### src/rtl/rowbuf_pkg.sv
package rowbuf_pkg;

    localparam int WORD_W  = 16;
    localparam int ROW_LEN = 8;
    localparam int NBANK   = 2;
    localparam int IDX_W   = $clog2(ROW_LEN);
    localparam int BANK_W  = $clog2(NBANK);

    typedef logic [WORD_W-1:0] word_t;
    typedef logic [IDX_W-1:0]  idx_t;
    typedef logic [BANK_W-1:0] bank_t;

    localparam idx_t LAST_IDX = idx_t'(ROW_LEN - 1);

    typedef struct packed {
        logic  en;
        idx_t  idx;
        word_t data;
    } bank_wr_t;

    function automatic idx_t next_idx(input idx_t i);
        return (i == LAST_IDX) ? '0 : i + idx_t'(1);
    endfunction

endpackage

### src/rtl/rowbuf_clip.sv
module rowbuf_clip
    import rowbuf_pkg::*;
#(
    parameter int ACC_W = 37,
    parameter int SHIFT = 2
) (
    input  logic [ACC_W-1:0] acc,
    output word_t            word
);
    localparam logic signed [ACC_W-1:0] HI_LIM = ACC_W'((2 ** (WORD_W - 1)) - 1);
    localparam logic signed [ACC_W-1:0] LO_LIM = ~HI_LIM;

    logic signed [ACC_W-1:0] scaled;

    always_comb begin
        scaled = $signed(acc) >>> SHIFT;
        if (scaled > HI_LIM)
            word = HI_LIM[WORD_W-1:0];
        else if (scaled < LO_LIM)
            word = LO_LIM[WORD_W-1:0];
        else
            word = scaled[WORD_W-1:0];
    end
endmodule

### src/rtl/rowbuf_bank.sv
module rowbuf_bank
    import rowbuf_pkg::*;
(
    input  logic     clk,
    input  bank_wr_t wr,
    input  idx_t     rd_idx,
    output word_t    rd_word
);
    word_t mem [ROW_LEN];

    always_ff @(posedge clk) begin
        if (wr.en)
            mem[wr.idx] <= wr.data;
    end

    assign rd_word = mem[rd_idx];
endmodule

### src/rtl/rowbuf_seq.sv
module rowbuf_seq
    import rowbuf_pkg::*;
(
    input  logic  clk,
    input  logic  rst,
    input  logic  wr_valid,
    input  logic  rd_en,
    output logic  wr_ready,
    output logic  wr_fire,
    output logic  row_ready,
    output logic  overflow,
    output bank_t wr_bank,
    output idx_t  wr_idx,
    output bank_t rd_bank,
    output idx_t  rd_idx
);
    logic [NBANK-1:0] full;
    logic rd_fire, wr_last, rd_last;

    always_comb begin
        wr_ready  = ~full[wr_bank];
        row_ready = full[rd_bank];
        wr_fire   = wr_valid & wr_ready;
        rd_fire   = rd_en & row_ready;
        wr_last   = wr_fire && (wr_idx == LAST_IDX);
        rd_last   = rd_fire && (rd_idx == LAST_IDX);
    end

    always_ff @(posedge clk) begin
        if (rst) begin
            full     <= '0;
            wr_bank  <= '0;
            rd_bank  <= '0;
            wr_idx   <= '0;
            rd_idx   <= '0;
            overflow <= 1'b0;
        end else begin
            overflow <= wr_valid & ~wr_ready;
            if (wr_fire)
                wr_idx <= next_idx(wr_idx);
            if (wr_last)
                wr_bank <= wr_bank + bank_t'(1);
            if (rd_fire)
                rd_idx <= next_idx(rd_idx);
            if (rd_last)
                rd_bank <= rd_bank + bank_t'(1);
            for (int b = 0; b < NBANK; b++) begin
                if (wr_last && (wr_bank == bank_t'(b)))
                    full[b] <= 1'b1;
                else if (rd_last && (rd_bank == bank_t'(b)))
                    full[b] <= 1'b0;
            end
        end
    end

    // reset leaves an empty buffer open for writing
    a_r1_reset_state: assert property (@(posedge clk)
        rst |=> (!row_ready && wr_ready && !overflow));

    // a refused write raises the flag and moves no pointer
    a_r6_no_overflow_write: assert property (@(posedge clk) disable iff (rst)
        (wr_valid && !wr_ready) |=> (overflow && $stable(wr_idx) && $stable(wr_bank)));

    // completing a row with nothing pending makes it readable
    a_r4_row_ready: assert property (@(posedge clk) disable iff (rst)
        (wr_last && !row_ready && !rd_en) |=> row_ready);

    // strobing an empty read side leaves the read pointer alone
    a_r7_idle_read: assert property (@(posedge clk) disable iff (rst)
        (rd_en && !row_ready) |=> ($stable(rd_idx) && $stable(rd_bank)));

    // the eighth read frees exactly one bank
    a_r8_bank_freed: assert property (@(posedge clk) disable iff (rst)
        (rd_last && !wr_last) |=> ($countones(full) == $past($countones(full)) - 1));

    // the write bank is never the bank being drained while a row waits
    a_r5_disjoint_banks: assert property (@(posedge clk) disable iff (rst)
        (wr_fire && row_ready) |-> (wr_bank != rd_bank));
endmodule

### src/rtl/pingpong_row_buf.sv
module pingpong_row_buf
    import rowbuf_pkg::*;
#(
    parameter int ACC_W = 37,
    parameter int SHIFT = 2
) (
    input  logic              clk,
    input  logic              rst,
    input  logic              wr_valid,
    input  logic [ACC_W-1:0]  wr_data,
    output logic              wr_ready,
    input  logic              rd_en,
    output logic [WORD_W-1:0] rd_data,
    output logic              row_ready,
    output logic              overflow
);
    word_t  clipped;
    logic   wr_fire;
    bank_t  wr_bank, rd_bank;
    idx_t   wr_idx, rd_idx;
    word_t  bank_word [NBANK];

    rowbuf_clip #(.ACC_W(ACC_W), .SHIFT(SHIFT)) clip_i (
        .acc  (wr_data),
        .word (clipped)
    );

    rowbuf_seq seq_i (
        .clk       (clk),
        .rst       (rst),
        .wr_valid  (wr_valid),
        .rd_en     (rd_en),
        .wr_ready  (wr_ready),
        .wr_fire   (wr_fire),
        .row_ready (row_ready),
        .overflow  (overflow),
        .wr_bank   (wr_bank),
        .wr_idx    (wr_idx),
        .rd_bank   (rd_bank),
        .rd_idx    (rd_idx)
    );

    for (genvar b = 0; b < NBANK; b++) begin : g_bank
        bank_wr_t wr_req;
        always_comb begin
            wr_req.en   = wr_fire && (wr_bank == bank_t'(b));
            wr_req.idx  = wr_idx;
            wr_req.data = clipped;
        end
        rowbuf_bank bank_i (
            .clk     (clk),
            .wr      (wr_req),
            .rd_idx  (rd_idx),
            .rd_word (bank_word[b])
        );
    end

    assign rd_data = bank_word[rd_bank];
endmodule

### config.mk
export PLATFORM = sky130hd
export DESIGN_NAME = pingpong_row_buf
export DESIGN_NICKNAME = d
export VERILOG_FILES = /design/src/rtl/rowbuf_pkg.sv /design/src/rtl/rowbuf_clip.sv /design/src/rtl/rowbuf_bank.sv /design/src/rtl/rowbuf_seq.sv /design/src/rtl/pingpong_row_buf.sv
export SDC_FILE = /design/constraint.sdc
export NUM_CORES = 1
export LEC_CHECK = 0
export ABC_CLOCK_PERIOD_IN_PS = 3600
export CAP_MARGIN = 15
export CORE_MARGIN = 1.5
export CORE_UTILIZATION = 57
export DETAILED_ROUTE_END_ITERATION = 12
export MAX_ROUTING_LAYER = met4
export PLACE_DENSITY_LB_ADDON = 0.08
export SLEW_MARGIN = 10
export SYNTH_ARGS = -nofsm -noshare
export SYNTH_HDL_FRONTEND = slang
export SYNTH_SLANG_ARGS = --single-unit
### constraint.sdc
create_clock -name clk -period 3.6 [get_ports clk]
set_clock_uncertainty 0.1 [all_clocks]
set_input_delay 0.54 -clock clk [delete_from_list [all_inputs] [get_ports clk]]
set_output_delay 0.54 -clock clk [all_outputs]
set_load 0.005 [all_outputs]
==> results.txt, run 1 <==
status: completed
maximum clock rate: 0.2938 GHz
Pwr Density: 513.2 nW/um^2
Pint: 5.076 mW
Avg WL per Cell: 26.22 um
htree depth: 1
post-route minimum period: 3.404 ns
Die ar.: 19100 sq um
ys async rst share: 0
Max Root-Sink Buffers: 3
drt pass-1 iters: 5
IO Port Bufs: 57
Die Span Y: 138.2 um
Comb pwr share: 0.035
ys flop type: edfxtp_1
later-pin clock latency in the skew report: 0.51 ns
leakage: 3.845 nW
Routed WL: 22.34 mm
Worst setup SP type: flip-flop
CTS buffer count: 27
Root Driver: clkbuf_16
hold_sp: seq_i.rd_idx[2]
crit path kind: flip-flop to output pin
clock power share: 0.412
Starting Density: 0.5801
fin crit share: 0.9454
Area Growth Syn to Fin: 18.06%
VDD IR-drop max: 0.0004136 V
post_cts resized: 0
RSZ-0062 raised after global routing: false
fin nets: 649
area share of the largest cell type after synthesis: 0.7378
Reg clk slew, reported paths: 0.06 ns
vias post-DR: 5315
first-pass GRT wire length: 33.75 mm
Mapped Cells: 511
placer congestion estimate: 0.7509
Warnings, synthesis: 0
DRC viols: 0
Switching Share: 0.1960
pin count of the biggest net entering global routing: 33
register area share after synthesis: 0.7646
max-cap viol count: 0
fraction of layout cells with a size suffix above 1: 0.2504
die width: 138.2 um
core area: 17960 sq um
post-route ant nets: 0
Post-CTS Setup Bufs: 0
setup tns final: 0 ns
Rel. slew slack: 0.5794
Least-Margin Pin Slew: 0.6285 ns
GRT Util Overall: 0.2490
cell row count: 49
final setup vio count: 0
post-layout util: 0.6848
unique cell type count in the Yosys netlist: 33
Setup crit end kind: output pin
initial drt markers: 516
clk sink count: 270
# IOs: 60
Post-Syn Nets: 556
peak fanout along the critical path: 23
CTS tree: yes
#FFs+latches synth: 270
Synth area leader: edfxtp_1
Hold Path Class: flip-flop to flip-flop
Via density: 6.238
total grt overflow: 0
Post-Syn Area: 10420 sq um
Hold Buf Count CTS: 0
reg2reg path depth: 3
Post-synth EDFFs: 256
Slew Limit Fails: 0
Post-Syn Area per Cell: 20.39 sq um
FF-to-FF Start: seq_i.wr_idx[2]
final hold viol count: 0
initial antenna violation count: 0
number of global-route vias before repair: 5631
Antenna diodes: 0
Synth area leaders: edfxtp_1, mux4_2, dfxtp_1, o22ai_1, o21a_1
NetSw: 1.237 mW
HPWL after detailed placement: 13.68 mm
CP required: 2.96 ns
Seq pwr share: 0.553
WHS Path Cells: 2
Critical Path AT: 2.76 ns
flip-flops by register name, indices dropped and copies added, names as in the netlist, named ones only:
| name | count |
|---|---|
| seq_i.wr_idx | 3 |
| seq_i.full | 2 |
| seq_i.wr_bank | 1 |
| g_bank.bank_i.mem | 256 |
| seq_i.rd_bank | 1 |
| seq_i.rd_idx | 3 |
| seq_i.overflow | 1 |
area by class of cell:
| cell class | instances | area, sq um |
|---|---|---|
| multi-input combinational | 211 | 2374 |
| tap | 229 | 286.5 |
| clock buffer | 38 | 737.0 |
| timing repair buffer | 92 | 845.8 |
| inverter | 2 | 7.507 |
| fill | 1141 | 5662 |
| clock inverter | 10 | 80.08 |
| sequential | 270 | 7971 |
Yosys cell counts (4+ instances only):
cell type  count
clkbuf_1      17
buf_4          6
nand4_1        4
mux4_2        64
edfxtp_1     256
nand2_1       16
o21a_1        15
nor4_1         6
nor3_1        10
ha_1           4
nor2_1        26
a21oi_1        7
dfxtp_1       14
o22ai_1       32
nand3_1        6
per-stage QoR:
stage | instance area (sq um) | total power [mW] | setup slack, ns | cells | hold WS [ns]
detailed placement | 11480 | 3.781 | 0.4445 | 804 | 0.3887
global placement | 11480 | 3.770 | 0.5378 | 804 | 0.3662
CTS | 12300 | 6.344 | 0.1021 | 852 | 0.4032
floorplan | 10420 | 3.650 | 0.3179 | 511 | 0.3541
global route | 12300 | 6.484 | 0.02017 | 852 | 0.4156
finish | 12300 | 6.313 | 0.1964 | 852 | 0.3975
worst paths after layout:
check	to	slack [ns]
max	rd_data[12]	0.20
min	seq_i.rd_idx[2]	0.40
max reg2reg	g_bank[0].bank_i.mem[4][9]	1.70
min reg2reg	seq_i.rd_idx[2]	0.40
cell usage in the layout (no fill, tap or decap), drive strengths merged, types with 2 or more instances in the layout:
cell type / instances
a21oi: 7
a31oi: 3
buf: 35
clkbuf: 38
clkdlybuf4s50: 57
clkinv: 7
dfxtp: 14
edfxtp: 256
ha: 4
inv: 4
mux4: 64
nand2: 16
nand2b: 3
nand3: 6
nand4: 4
nor2: 26
nor3: 10
nor3b: 2
nor4: 6
o21a: 15
o22ai: 32
or2: 2
or3: 2
power by group through the flow:
stage                     combinational (mW)  sequential [mW]  clock [mW]
final                                  0.222             3.49        2.60
after CTS                              0.224             3.49        2.63
after floorplan                       0.0976             3.55           0
after global placement                 0.215             3.55           0
after detailed placement               0.223             3.56           0
after global routing                   0.240             3.49        2.75
cells by family (layout without fill, tap and decap cells):
family | Yosys count | count (layout) | synth area share
flops | 270 | 270 | 0.7646
simple gates | 81 | 81 | 0.03770
mux | 66 | 66 | 0.1404
compound gates | 60 | 60 | 0.03843
buf+inv | 30 | 142 | 0.01405
fa+ha+maj | 4 | 4 | 0.004803
critical path: stages, from the launching register on:
cell and delay [ns]:
dfxtp_4 0.66, buf_4 0.28, mux4_2 0.52, o22ai_1 0.20, nor2_1 0.12, clkdlybuf4s50_1 0.46
per-layer routing:
| metal | share of wire | track usage |
|---|---|---|
| met5 | 0 | - |
| met4 | 0.018 | 0.06094 |
| met3 | 0.071 | 0.03325 |
| met2 | 0.52 | 0.4190 |
| met1 | 0.39 | 0.3286 |
(Power assumes the default switching activity.)
==> run 2: changes to the inputs <==
--- a/config.mk
+++ b/config.mk
@@ -16,3 +16,4 @@
 export SYNTH_ARGS = -nofsm -noshare
 export SYNTH_HDL_FRONTEND = slang
 export SYNTH_SLANG_ARGS = --single-unit
+export TNS_END_PERCENT = 5
==> results of run 2 <==
Final layout, timing and power as in run 1 (identical DEF).
